## src/rtl/blk_prot_pkg.sv

```systemverilog
package blk_prot_pkg;

  // Operation codes presented with cmd_vld
  typedef enum logic [1:0] {
    OP_SET_LOCK = 2'b00,
    OP_CLR_LOCK = 2'b01,
    OP_SET_LDN  = 2'b10,
    OP_RSVD     = 2'b11
  } lock_op_e;

endpackage

```

## src/rtl/blk_prot_wp_edge.sv

```systemverilog
// Registers the write-protect level and flags its edges for one cycle.
module blk_prot_wp_edge (
  input  logic clk,
  input  logic rst_n,
  input  logic wp_in,
  output logic wp_q,
  output logic wp_rise,
  output logic wp_fall
);

  logic wp_d;

  always_comb begin
    wp_d    = wp_in;
    wp_rise = wp_in & ~wp_q;
    wp_fall = ~wp_in & wp_q;
  end

  // The sampled level starts low; a high level at reset release shows up as
  // a rise that cannot touch any block, since no lock-down bit is set yet.
  always_ff @(posedge clk or negedge rst_n) begin
    if (!rst_n) begin
      wp_q <= 1'b0;
    end else begin
      wp_q <= wp_d;
    end
  end

endmodule

```

## src/rtl/blk_prot_cell.sv

```systemverilog
// Protection state of a single flash block: lock, lock-down and history bit.
module blk_prot_cell
  import blk_prot_pkg::*;
(
  input  logic       clk,
  input  logic       rst_n,
  input  logic       wp_now,
  input  logic       wp_rise,
  input  logic       wp_fall,
  input  logic       cmd_hit,
  input  logic [1:0] cmd_op,
  output logic       lock_q,
  output logic       ldn_q
);

  logic     hist_q;
  logic     lock_e, ldn_e;
  logic     lock_d, ldn_d, hist_d;
  logic     upd_en;
  lock_op_e op;

  assign op = lock_op_e'(cmd_op);

  always_comb begin
    // stage 1: level edges
    lock_e = lock_q;
    ldn_e  = ldn_q;
    hist_d = hist_q;
    if (wp_rise && ldn_q) begin
      lock_e = ~hist_q;
    end
    if (wp_fall) begin
      hist_d = ldn_q & ~lock_q;
      if (ldn_q) begin
        lock_e = 1'b1;
      end
    end

    // stage 2: command at the new level
    lock_d = lock_e;
    ldn_d  = ldn_e;
    if (cmd_hit) begin
      case (op)
        OP_SET_LOCK: lock_d = 1'b1;
        OP_CLR_LOCK: begin
          if (!(ldn_e && !wp_now)) begin
            lock_d = 1'b0;
          end
        end
        OP_SET_LDN: begin
          lock_d = 1'b1;
          ldn_d  = 1'b1;
        end
        default: begin
          lock_d = lock_e;
        end
      endcase
    end

    upd_en = cmd_hit | wp_rise | wp_fall;
  end

  always_ff @(posedge clk or negedge rst_n) begin
    if (!rst_n) begin
      lock_q <= 1'b1;
      ldn_q  <= 1'b0;
      hist_q <= 1'b0;
    end else if (upd_en) begin
      lock_q <= lock_d;
      ldn_q  <= ldn_d;
      hist_q <= hist_d;
    end
  end

endmodule

```

## src/rtl/blk_prot_rd.sv

```systemverilog
// Combinational read side: permission query and configuration word.
module blk_prot_rd #(
  parameter int NUM_BLK = 24,
  parameter int IDX_W   = 5,
  parameter int CFG_W   = 16
) (
  input  logic [NUM_BLK-1:0] lock_v,
  input  logic [NUM_BLK-1:0] ldn_v,
  input  logic [IDX_W-1:0]   qry_sel,
  output logic               qry_ok,
  input  logic [IDX_W-1:0]   cfg_sel,
  output logic [CFG_W-1:0]   cfg_word
);

  localparam logic [IDX_W:0] BLK_LIM = (IDX_W + 1)'(NUM_BLK);

  logic qry_in, cfg_in;

  always_comb begin
    qry_in   = {1'b0, qry_sel} < BLK_LIM;
    cfg_in   = {1'b0, cfg_sel} < BLK_LIM;
    qry_ok   = 1'b0;
    cfg_word = '0;
    if (qry_in) begin
      qry_ok = ~lock_v[qry_sel];
    end
    if (cfg_in) begin
      cfg_word[0] = lock_v[cfg_sel];
      cfg_word[1] = ldn_v[cfg_sel];
    end
  end

endmodule

```

## src/rtl/blk_prot_ctrl.sv

```systemverilog
// Per-block lock / lock-down controller for a flash array.
module blk_prot_ctrl #(
  parameter int NUM_BLK = 24,
  parameter int IDX_W   = $clog2(NUM_BLK),
  parameter int CFG_W   = 16
) (
  input  logic             clk,
  input  logic             rst_n,
  input  logic             wp_lvl,
  input  logic             cmd_vld,
  input  logic [1:0]       cmd_op,
  input  logic [IDX_W-1:0] cmd_blk,
  input  logic [IDX_W-1:0] qry_blk,
  output logic             qry_ok,
  input  logic [IDX_W-1:0] cfg_blk,
  output logic [CFG_W-1:0] cfg_data
);

  logic               wp_lvl_q;
  logic               wp_rise, wp_fall;
  logic [NUM_BLK-1:0] cmd_hit;
  logic [NUM_BLK-1:0] lock_vec;
  logic [NUM_BLK-1:0] ldn_vec;

  blk_prot_wp_edge u_wp (
    .clk    (clk),
    .rst_n  (rst_n),
    .wp_in  (wp_lvl),
    .wp_q   (wp_lvl_q),
    .wp_rise(wp_rise),
    .wp_fall(wp_fall)
  );

  for (genvar gi = 0; gi < NUM_BLK; gi++) begin : g_blk
    localparam logic [IDX_W-1:0] BLK_ID = IDX_W'(gi);

    assign cmd_hit[gi] = cmd_vld && (cmd_blk == BLK_ID);

    blk_prot_cell u_cell (
      .clk    (clk),
      .rst_n  (rst_n),
      .wp_now (wp_lvl),
      .wp_rise(wp_rise),
      .wp_fall(wp_fall),
      .cmd_hit(cmd_hit[gi]),
      .cmd_op (cmd_op),
      .lock_q (lock_vec[gi]),
      .ldn_q  (ldn_vec[gi])
    );
  end

  blk_prot_rd #(
    .NUM_BLK(NUM_BLK),
    .IDX_W  (IDX_W),
    .CFG_W  (CFG_W)
  ) u_rd (
    .lock_v  (lock_vec),
    .ldn_v   (ldn_vec),
    .qry_sel (qry_blk),
    .qry_ok  (qry_ok),
    .cfg_sel (cfg_blk),
    .cfg_word(cfg_data)
  );

endmodule

```

## config.mk

```make
export PLATFORM = sky130hd
export DESIGN_NAME = blk_prot_ctrl
export DESIGN_NICKNAME = d
export VERILOG_FILES = /design/src/rtl/blk_prot_pkg.sv /design/src/rtl/blk_prot_wp_edge.sv /design/src/rtl/blk_prot_cell.sv /design/src/rtl/blk_prot_rd.sv /design/src/rtl/blk_prot_ctrl.sv
export SDC_FILE = /design/constraint.sdc
export NUM_CORES = 1
export LEC_CHECK = 0
export BUFFER_PORTS_ARGS = -buffer_cell sky130_fd_sc_hd__buf_4
export CAP_MARGIN = 20
export CORE_MARGIN = 2
export CORE_UTILIZATION = 30
export DETAILED_ROUTE_END_ITERATION = 8
export PLACE_DENSITY = 0.51
export SLEW_MARGIN = 20
export SYNTH_ARGS = -nofsm -noshare
export SYNTH_HDL_FRONTEND = slang
export SYNTH_HIERARCHICAL = 1
export SYNTH_SLANG_ARGS = --single-unit
```

## constraint.sdc

```tcl
create_clock -name clk -period 3.81 [get_ports clk]
set_input_delay 0.1905 -clock clk [delete_from_list [all_inputs] [get_ports clk]]
set_output_delay 0.1905 -clock clk [all_outputs]
set_load 0.02 [all_outputs]
```

==> summary.txt <==
Power and ir drop
  – Lkg Pwr: 1.93 nW
  – Peak VDD IR: 222 uV
  – Pint: 1.72 mW
  – Total power: 2.44 mW
  – Clock network power share: 32.4%
  – Sw Pwr: 721 uW
  – P per Cell Area: 477 mW/mm^2
  – Comb pwr share: 21.2%
  – Reg power frac: 46.4%
  – Net Sw Frac: 29.6%

Critical path
  – CP max-delay cell: mux4_2
  – Critical Path Fanout Max: 4
  – Crit start category: flop
  – Critical Path Start: g_blk[11].u_cell/lock_q$_DFFE_PN1N_
  – CP Data Required Time: 3620 ps
  – CP endpoint kind: output pin
  – Crit-path max cell delay: 530 ps
  – CP Class: reg -> out
  – Crit-path cells: mux4_1 -> mux4_2 -> o21ai_2 -> buf_4
  – Worst path arrival time: 2030 ps
  – Reg2reg start: u_wp/wp_q$_DFF_PN0_

STA
  – Fin Hold WS: 8.21 ps
  – Unrepaired setup endpoints after global routing: false
  – Max_slew headroom: 35.3%
  – Setup-failing EPs final: 0
  – Crit path time final: 2220 ps
  – Fmax: 0.450 GHz
  – Number of max-slew violations in the final report: 0
  – Final period util: 58.4%
  – TNS Setup: 0 ps
  – Slew @ Worst Pin: 971 ps
  – Layout Skew: 6.80 ps
  – Hold Vio Cnt, Final: 0

Global route
  – Global-route wire length before repair: 21,000 um
  – Largest net degree at the start of global routing: 74
  – Remaining Overflow, GRT: 0
  – Number of global-route vias before repair: 3,806
  – Total global-route track usage: 16.6%
  – Initial antenna violation count: 0

Clock network
  – H-tree depth: 3
  – Post-CTS resize count: 0
  – Total CTS buffers: 9
  – Setup Fix Bufs, Post-CTS: 0
  – Reg clk slew, reported paths: 60 ps
  – Clock Sink Count: 73
  – Clock root buffer: clkbuf_16
  – CTS tree: yes
  – Clock latency on the worst-skew pair: 330 ps
  – Hold_buf cts: 0
  – Maximum clock path buffer count: 2

Placement
  – HPWL after DPL: 8110 um
  – Dpl cells: 652
  – GPL Wtd Cong: 0.783
  – IO Port Bufs: 23

Drt
  – DR WL/cell: 18.7 um
  – Met1 Wirelength: 5810 um
  – Uppermost layer routed: met4
  – DRC: 0
  – Wire length on met3: 626 um
  – DRT iter0 DRCs: 192
  – WL met2: 5820 um
  – Via density: 5.42
  – Drt first pass iters: 4
  – Post-route ant nets: 0
  – Via count: 3,626
  – Post-Route WL: 12,500 um

Cells and area
  – Antenna cells: 0
  – Synthesis-to-layout area growth: 14.1%
  – Layout cells sized above 1: 15.1%
  – Layout Cells excl Fill: 669
  – Final #Nets: 501

Synthesis
  – Register area share after synthesis: 41.4%
  – Cell taking the most area after synthesis: dfrtp_1
  – Post-synth EDFFs: 0
  – Count leader, synth: nand2b_1
  – Yosys top cell area share: 27.4%
  – FF+latch count, synth: 73
  – Cell Area, Synth: 0.00448 sq mm
  – Post-Synthesis Cells: 450
  – Asr flop ratio synth: 100%
  – Yosys warns: 6
  – Top cells by count, synth: 51 x nand2b_1, 49 x dfrtp_1, 49 x inv_1
  – Avg Cell Area, Syn: 9.96 sq um
  – Synth area leaders: dfrtp_1 27%, dfstp_2 14%, nand2b_1 7.1%
  – Library cells used by synthesis: 32
  – Ys flop type: dfrtp_1

Die
  – Die X: 126 um
  – I/O pins: 38
  – Die H: 126 um
  – # rows: 44
  – Starting Density: 30.7%
  – Core area: 0.0146 sq mm
  – Die footprint: 0.0159 sq mm

Job
  – Max-cap violations: 0

Status
  – Status: complete, no violations

Worst hold path
  – Worst min path class: in -> async
-- state kept, by name, indices dropped and copies added, names as in the netlist --
| register | cells |
|---|---|
| g_blk.u_cell/ldn_q | 24 |
| g_blk.u_cell/hist_q | 24 |
| g_blk.u_cell/lock_q | 24 |
| u_wp/wp_q | 1 |
-- layout make-up --
cell class | instances | area, sq um
Clock buffer | 13 | 260
Fill cell | 1446 | 9470
Sequential cell | 73 | 1860
Clock inverter | 3 | 15.0
Inverter | 49 | 184
Tap cell | 184 | 230
Multi-Input combinational cell | 321 | 2360
Timing Repair Buffer | 26 | 208
-- per-stage QoR --
step                utilization, %  setup slack, ps  instance area, sq um
floorplan                        -             1340                  4530
detailed placement            33.0             1670                  4820
global placement              33.0             1750                  4820
finish                        35.1             1590                  5110
CTS                           34.9             1580                  5090
global route                  35.1             1530                  5110
-- placed cells by master, fill, tap and decap left out, types with 6 or more instances in the layout --
master	instances
a31o_1	24
a32o_1	24
buf_4	25
clkbuf_16	9
conb_1	14
dfrtp_1	49
dfstp_2	24
inv_1	49
mux2i_1	19
mux4_1	6
nand2_1	29
nand2b_1	51
nand3b_1	25
nand4b_1	26
nor2_1	26
o21ai_1	24
o22ai_1	24
-- per-layer routing --
| layer | vias to the layer above | GRT usage, % |
|---|---|---|
| met5 | - | 0 |
| met4 | 0 | 5.88 |
| met3 | 17 | 3.74 |
| met2 | 102 | 25.2 |
| met1 | 1797 | 23.4 |
| li1 | 1710 | - |
-- power groups by stage --
stage	registers [mW]	logic, mW	clock network, mW
3_5_place_dp	1.14	0.518	0
2_1_floorplan	1.07	0.392	0
5_1_grt	1.15	0.573	0.852
3_3_place_gp	1.14	0.504	0
4_1_cts	1.13	0.521	0.816
6_report	1.13	0.519	0.791
-- cells by family after synthesis --
group,Yosys count,synth area share [%]
AO/OA/AOI/OAI,105,17.6
buffers and inverters,69,7.17
flip-flops,73,41.4
multiplexers,30,10.3
other,1,0.0836
AND/OR/NAND/NOR,172,23.4
-- worst max-delay path: cells and delay by family (launching register included) --
kind | cells | cell delay [ps]
AO/OA/AOI/OAI | 1 | 120
buffers and inverters | 1 | 150
flip-flops | 1 | 390
multiplexers | 2 | 1050
-- final timing paths --
check,end,slack (ps),depth (start not counted)
worst max-delay path,qry_ok,1590,4
max in group asynchronous,g_blk[15].u_cell/ldn_q$_DFFE_PN0P_,3170,1
worst min-delay path,g_blk[19].u_cell/hist_q$_DFFE_PN0P_,8,1
min in group clk,u_wp/wp_q$_DFF_PN0_,160,1
worst min register to register,g_blk[23].u_cell/hist_q$_DFFE_PN0P_,520,1
worst max register to register,g_blk[6].u_cell/lock_q$_DFFE_PN1N_,1830,5
No activity file was read; power rests on OpenSTA's default activity.
